## src/rtl/irq_steer.sv

```systemverilog
module irq_steer #(
  parameter int NIRQ = 16,
  parameter int NPCI = 4,
  parameter int AW   = 3,
  parameter int DW   = 8,
  parameter int CASC = 2,
  parameter logic [NIRQ-1:0] RSVD = 16'h2105
) (
  input  logic            clk,
  input  logic            rst_n,
  input  logic            reg_we,
  input  logic [AW-1:0]   reg_addr,
  input  logic [DW-1:0]   reg_wdata,
  output logic [DW-1:0]   reg_rdata,
  input  logic [NIRQ-1:0] irq_pin,
  input  logic [NPCI-1:0] pci_int_n,
  input  logic [NIRQ-1:0] irq_ack,
  output logic [NIRQ-1:0] irq_req
);
  localparam int IW = $clog2(NIRQ);
  localparam int NSB = NIRQ / DW;
  localparam logic [NIRQ-1:0] CMASK = NIRQ'(1) << CASC;

  logic [NIRQ-1:0] level_sel;
  logic [NPCI-1:0] route_en;
  logic [IW-1:0]   route_tgt [NPCI];

  logic [NIRQ-1:0] pin_s1, pin_s2, norm_d, pend;
  logic [NPCI-1:0] pci_s1, pci_s2;
  logic [NIRQ-1:0] steer_hit, norm, rise;

  always_ff @(posedge clk or negedge rst_n) begin
    if (!rst_n) begin
      level_sel <= '0;
      route_en  <= '0;
      for (int p = 0; p < NPCI; p++) route_tgt[p] <= '0;
    end else if (reg_we) begin
      for (int b = 0; b < NSB; b++)
        if (reg_addr == AW'(b)) level_sel[b*DW +: DW] <= reg_wdata;
      for (int p = 0; p < NPCI; p++)
        if (reg_addr == AW'(NSB + p)) begin
          route_en[p]  <= reg_wdata[DW-1];
          route_tgt[p] <= reg_wdata[IW-1:0];
        end
    end
  end

  always_comb begin
    reg_rdata = '0;
    for (int b = 0; b < NSB; b++)
      if (reg_addr == AW'(b)) reg_rdata = level_sel[b*DW +: DW];
    for (int p = 0; p < NPCI; p++)
      if (reg_addr == AW'(NSB + p)) begin
        reg_rdata[DW-1]   = route_en[p];
        reg_rdata[IW-1:0] = route_tgt[p];
      end
  end

  always_ff @(posedge clk or negedge rst_n) begin
    if (!rst_n) begin
      pin_s1 <= '0;
      pin_s2 <= '0;
      pci_s1 <= '1;
      pci_s2 <= '1;
    end else begin
      pin_s1 <= irq_pin;
      pin_s2 <= pin_s1;
      pci_s1 <= pci_int_n;
      pci_s2 <= pci_s1;
    end
  end

  always_comb begin
    steer_hit = '0;
    for (int p = 0; p < NPCI; p++)
      if (route_en[p] && !pci_s2[p] && !RSVD[route_tgt[p]])
        steer_hit[route_tgt[p]] = 1'b1;
  end

  assign norm = (pin_s2 ^ level_sel) | steer_hit;
  assign rise = norm & ~norm_d;

  always_ff @(posedge clk or negedge rst_n) begin
    if (!rst_n) begin
      norm_d <= '0;
      pend   <= '0;
    end else begin
      norm_d <= norm;
      pend   <= ((pend & ~irq_ack) | rise) & ~level_sel;
    end
  end

  assign irq_req = ((level_sel & norm) | (~level_sel & pend)) & ~CMASK;
endmodule


```

## config.mk

```make
export PLATFORM = sky130hd
export DESIGN_NAME = irq_steer
export DESIGN_NICKNAME = d
export VERILOG_FILES = /design/src/rtl/irq_steer.sv
export SDC_FILE = /design/constraint.sdc
export NUM_CORES = 1
export LEC_CHECK = 0
export BUFFER_PORTS_ARGS = -buffer_cell sky130_fd_sc_hd__buf_2
export CAP_MARGIN = 10
export CORE_MARGIN = 10
export CORE_UTILIZATION = 35
export DETAILED_ROUTE_END_ITERATION = 8
export SYNTH_ARGS = -nofsm -noshare
export SYNTH_HDL_FRONTEND = slang
export SYNTH_SLANG_ARGS = --single-unit
```

## constraint.sdc

```tcl
create_clock -name clk -period 1.85 [get_ports clk]
set_input_delay 0.0925 -clock clk [delete_from_list [all_inputs] [get_ports clk]]
set_output_delay 0.0925 -clock clk [all_outputs]
set_load 0.005 [all_outputs]
```

=== Word level (Yosys, flattened, before mapping) ===
Memory sizes are Yosys's and may differ from the RTL's.
Index checks and enable logic that the tools add are counted.

* Bits in registers: 108
* Memory bits (read-only): 64
* Input bits: 50
* Memories kept: 4

{| class="wikitable"
|+ Memories
! memory !! words !! width !! rd ports !! clocked after Yosys merged registers in !! wr ports !! RTL line !! text
|-
| (name not given) || 16 || 1 || 1 || 0 || 0 || 76 || <nowiki>if (route_en[p] && !pci_s2[p] && !RSVD[route_tgt[p]])</nowiki>
|-
| (name not given) || 16 || 1 || 1 || 0 || 0 || 76 ||
|-
| (name not given) || 16 || 1 || 1 || 0 || 0 || 76 ||
|-
| (name not given) || 16 || 1 || 1 || 0 || 0 || 76 ||
|}

* Order comparisons: 8
* Equal/unequal tests: 5
* Muxes and demuxes: 26
* Bitwise gates (word level): 15
* Reduce and logical (&&, ||, !) cells: 27

{| class="wikitable"
|+ Operators by type and width
! cell !! count
|-
| 16-bit OR || 6
|-
| 16-bit AND || 5
|-
| 16-bit 2-to-1 mux || 4
|-
| 16-bit NOT || 3
|-
| 4-bit by 5-bit less-than comparator with 1-bit output (second input constant) || 4
|-
| 1-bit demux with 4-bit select || 4
|-
| 4-bit by 1-bit greater-or-equal comparator with 1-bit output (second input constant) || 4
|-
| 4-bit 2-to-1 mux || 4
|-
| 8-bit 2-to-1 mux || 2
|-
| 16-bit XOR || 1
|-
| 1-bit logical AND || 12
|-
| 1-bit 2-to-1 mux || 12
|-
| 2-bit AND reduction || 6
|-
| 1-bit logical NOT || 8
|-
| 3-bit by 2-bit equality test with 1-bit output (second input constant) || 2
|-
| 3-bit equality test (second input constant) || 2
|-
| 3-bit by 1-bit equality test with 1-bit output (second input constant) || 1
|-
| 3-bit logical NOT || 1
|}

=== Longest topological paths before layout ===
* Word-level depth: 15
* Mapped depth: 6
* Gate-level depth less buffers: 4

=== Least setup slack after synthesis ===
OpenSTA, ideal clock, no wires.

* Path type: reg2out
* From: register pci_s2[3]
* To: output port irq_req[10]
* Arrival: 1.470 ns
* Slack: 0.288 ns
* Stages on the path, launching flop included: 5
* Cell sequence: dfstp_2 -> or4b_1 -> o21ai_1 -> or4_4 -> mux2_2

* Word-level cells in the longest chain between the ends: 7

{| class="wikitable"
|+ RTL lines
! element !! RTL line !! text
|-
| start, declared || 29 || <nowiki>logic [NPCI-1:0] pci_s1, pci_s2;</nowiki>
|-
| start signal, assigned || 69 || <nowiki>pci_s2 <= pci_s1;</nowiki>
|-
| 1-bit logical NOT || 76 ||
|-
| 1-bit logical AND (2 in a row) || 76 ||
|-
| 16-bit 2-to-1 mux || 76 ||
|-
| 16-bit OR || 80 || <nowiki>assign norm = (pin_s2 ^ level_sel) | steer_hit;</nowiki>
|-
| net norm[10] || 30 || <nowiki>logic [NIRQ-1:0] steer_hit, norm, rise;</nowiki>
|-
| 16-bit AND || 93 || <nowiki>assign irq_req = ((level_sel & norm) | (~level_sel & pend)) & ~CMASK;</nowiki>
|-
| 16-bit OR || 93 ||
|-
| end, declared || 18 || <nowiki>output logic [NIRQ-1:0] irq_req</nowiki>
|}

The timed path passes the listed nets, and every way through them passes these cells.

=== Final worst setup path ===
* From: register pci_s2[1]
* To: output port irq_req[10]

* Word-level cells in the longest chain between the ends: 11

{| class="wikitable"
|+ RTL lines
! element !! RTL line
|-
| 1-bit logical NOT (*) || 76
|-
| 1-bit logical AND (*) (2 in a row) || 76
|-
| 16-bit 2-to-1 mux (*) || 76
|-
| 16-bit OR (no source line) || --
|-
| 16-bit 2-to-1 mux (*) || 76
|-
| 16-bit OR (no source line) || --
|-
| 16-bit 2-to-1 mux (*) || 76
|-
| 16-bit OR (*) || 80
|-
| net norm[10] || 30
|-
| 16-bit AND (*) || 93
|-
| 16-bit OR (*) || 93
|}

Mark *: on every way through the listed nets, which the timed path passes. The rest lies on a longest branch.

==> impl_metrics.json <==
{
  "crit_chain": "nand2b_1, nor4_1, or4_4, mux2_4, buf_6",
  "synthTopCellsByCount": "dfrtp_1 (96), mux2_2 (30), nand2b_1 (29)",
  "detail_route.vias_per_cell": 5.02,
  "swShare": 0.294,
  "ys_types": 43,
  "r2r-end": "pend[15]$_DFF_PN0_",
  "slowest_stage": "dfstp_2",
  "p_total_w": 0.00666,
  "antenna_cells": 0,
  "grt_max_degree": 43,
  "core-area_um2": 12700,
  "crit_buf_inv": 1,
  "rrSetupSlack_ns": 0.26,
  "worst-path-stages": 5,
  "p_comb_frac": 0.270,
  "maxCapViolations": 0,
  "status": "finished with violations",
  "path_class": "reg2out",
  "finalHoldViolations": 0,
  "rr_worst_depth": 5,
  "netlist_instances": 365,
  "vias": 3386,
  "hp-class": "in2reg",
  "p_sw_w": 0.00196,
  "cts_tree": "yes",
  "whs_ns": 0.00673,
  "yosysWarnings": 0,
  "synth_top_area_frac": 0.525,
  "end_kind": "output pin",
  "globalplace.congestion": 0.913,
  "finalMaxSlewViolations": 0,
  "rr_startpoint": "pci_s2[3]$_DFF_PN1_",
  "violations": "setup timing",
  "yosys-top-cells-area": "dfrtp_1 (53%), mux2_2 (7.4%), dfstp_2 (4.6%)",
  "area_delta_synth_final_pct": 35.7,
  "synth_area_um2": 4570,
  "ys_ff_latch": 104,
  "yosysMostFrequentCell": "dfrtp_1",
  "overflow": 0,
  "synth_edf_count": 0,
  "rows": 41,
  "fin_tns_setup_ns": -2.79,
  "clk_latency_ns": 0.35,
  "finalWirelength_um": 12500,
  "crit_path_start": "pci_s2[1]$_DFF_PN1_",
  "worstHoldStart": "irq_ack[14]",
  "rsz0062_at_grt": "yes",
  "power_leakage_nw": 2.69,
  "clockPowerShare": 0.268,
  "seqPwrFrac": 0.463,
  "path_delay_family": "simple AND/OR/NAND/NOR gates",
  "ant_nets": 0,
  "critPathMaxStageDelay_ns": 0.57,
  "clock.fmax_mhz": 472,
  "period_needed_ns": 2.12,
  "cts-htree-levels": 3,
  "min_to": "pend[14]$_DFF_PN0_",
  "synthesis.nets": 415,
  "numCtsBuffers": 9,
  "period_share": 1.15,
  "synth_seq_area_share": 0.571,
  "grtUsageTotal": 0.143,
  "crit_fanout": 4,
  "grt_pass1_vias": 3756,
  "dpl.hpwl_um": 9220,
  "portBuffers": 70,
  "cp-start-kind": "flip-flop",
  "path_clk_slew_ns": 0.06,
  "final_core_util": 0.488,
  "ios": 74,
  "synth-main-ff-cell": "dfrtp_1",
  "drc": 0,
  "drt_iter0_drc": 163,
  "first_pass_iters": 6,
  "power.density_nw_per_um2": 1070,
  "drive_gt1_frac": 0.398,
  "fin_skew_ns": 0.00546,
  "synth-async-reset-ratio": 1.00,
  "start_util": 0.359,
  "layout_setup_ws_ns": -0.270,
  "hold_depth": 3,
  "setup_viol": 12,
  "cts_num_sinks": 104,
  "fp.dieH_um": 134,
  "yosysTopAreaCell": "dfrtp_1",
  "numPlacedInstances": 625,
  "synth_area_per_cell_um2": 12.5,
  "die_x_um": 134,
  "antenna_found_initial": 0,
  "die-area_um2": 18000,
  "root_buffer": "clkbuf_16",
  "final_net_count": 549,
  "stdcell_count": 675,
  "ir_worst_vdd_uv": 560,
  "grt_pass1_wl_um": 20100,
  "worstPathRequired_ns": 1.76,
  "cts.path.max_buffers": 2,
  "routedWlPerCell_um": 18.6,
  "internal_power_w": 0.00470,
  "cp_data_arrival_time_ns": 2.03
}
## kinds of logic (layout without fill, tap and decap cells)
logic type,after synthesis,after routing,share of synthesized area
AO/OA/AOI/OAI,63,63,0.0862
flip-flops,104,104,0.571
other,1,1,0.000820
buffers and inverters,19,157,0.0178
AND/OR/NAND/NOR,102,102,0.145
multiplexers,61,61,0.150
XOR/XNOR,15,15,0.0287
## tightest hold or removal path: stages
cell      delay (ns)
buf_2           0.07
nand2b_1        0.09
a21oi_1         0.06
## flip-flops by register name, summed over array words and instances, names as in the netlist
register   flops
route_tgt     16
level_sel     16
route_en       4
pin_s2        15
norm_d        15
pin_s1        15
pend          15
pci_s1         4
pci_s2         4
## how the worst max path moves through the flow
stage	to
6_report	irq_req[10]
2_1_floorplan	irq_req[10]
5_1_grt	irq_req[11]
3_3_place_gp	irq_req[4]
3_5_place_dp	irq_req[12]
4_1_cts	irq_req[12]
## metrics by stage
step / setup WS, ns / instance area (um2)
after global routing: -0.341 / 6210
after floorplan: 0.288 / 4570
after global placement: 0.0424 / 5300
final: -0.270 / 6210
after detailed placement: 0.0235 / 5300
after CTS: -0.273 / 6120
## area by class of cell
class / instances / area (um2)
Multi-Input combinational cell: 242 / 2130
Timing Repair Buffer: 129 / 921
Inverter: 13 / 48.8
Fill cell: 1215 / 6520
Tap cell: 172 / 215
Sequential cell: 104 / 2630
Clock buffer: 15 / 268
## cells in the final DEF (no fill, tap or decap), types with 11 or more instances in the layout
master | netlist | routed
dlygate4sd3_1 | 0 | 31
xnor2_1 | 11 | 11
dfrtp_1 | 96 | 86
a21oi_1 | 20 | 20
o31ai_1 | 11 | 11
mux2_1 | 13 | 13
nand2b_1 | 29 | 29
nor2_1 | 20 | 18
mux2_2 | 30 | 25
buf_2 | 2 | 64
inv_1 | 13 | 13
buf_4 | 2 | 27
mux2i_1 | 14 | 14
## power by group through the flow
stage / clock [W] / sequential [W] / combinational, W
after floorplan: 0 / 0.00298 / 0.000914
after global placement: 0 / 0.00304 / 0.00149
after detailed placement: 0 / 0.00306 / 0.00152
after CTS: 0.00183 / 0.00307 / 0.00176
after global routing: 0.00192 / 0.00314 / 0.00198
final: 0.00178 / 0.00308 / 0.00180
## timing repair
item,in CTS,in global routing
pin swaps,12,4
endpoints found under the hold margin,58,0
resized for setup,42,17
setup endpoints to repair,12,12
setup buffers,3,1
hold buffers,31,0
## metal layers
layer / part of all wire / routed length [um] / GRT usage / vias to the layer above
li1: - / - / - / 1587
met1: 0.43 / 5330 / 0.169 / 1699
met2: 0.50 / 6270 / 0.238 / 77
met3: 0.047 / 588 / 0.0385 / 23
met4: 0.028 / 348 / 0.0659 / 0
met5: 0 / 0 / 0 / -
No activity file was read; power rests on OpenSTA's default activity.
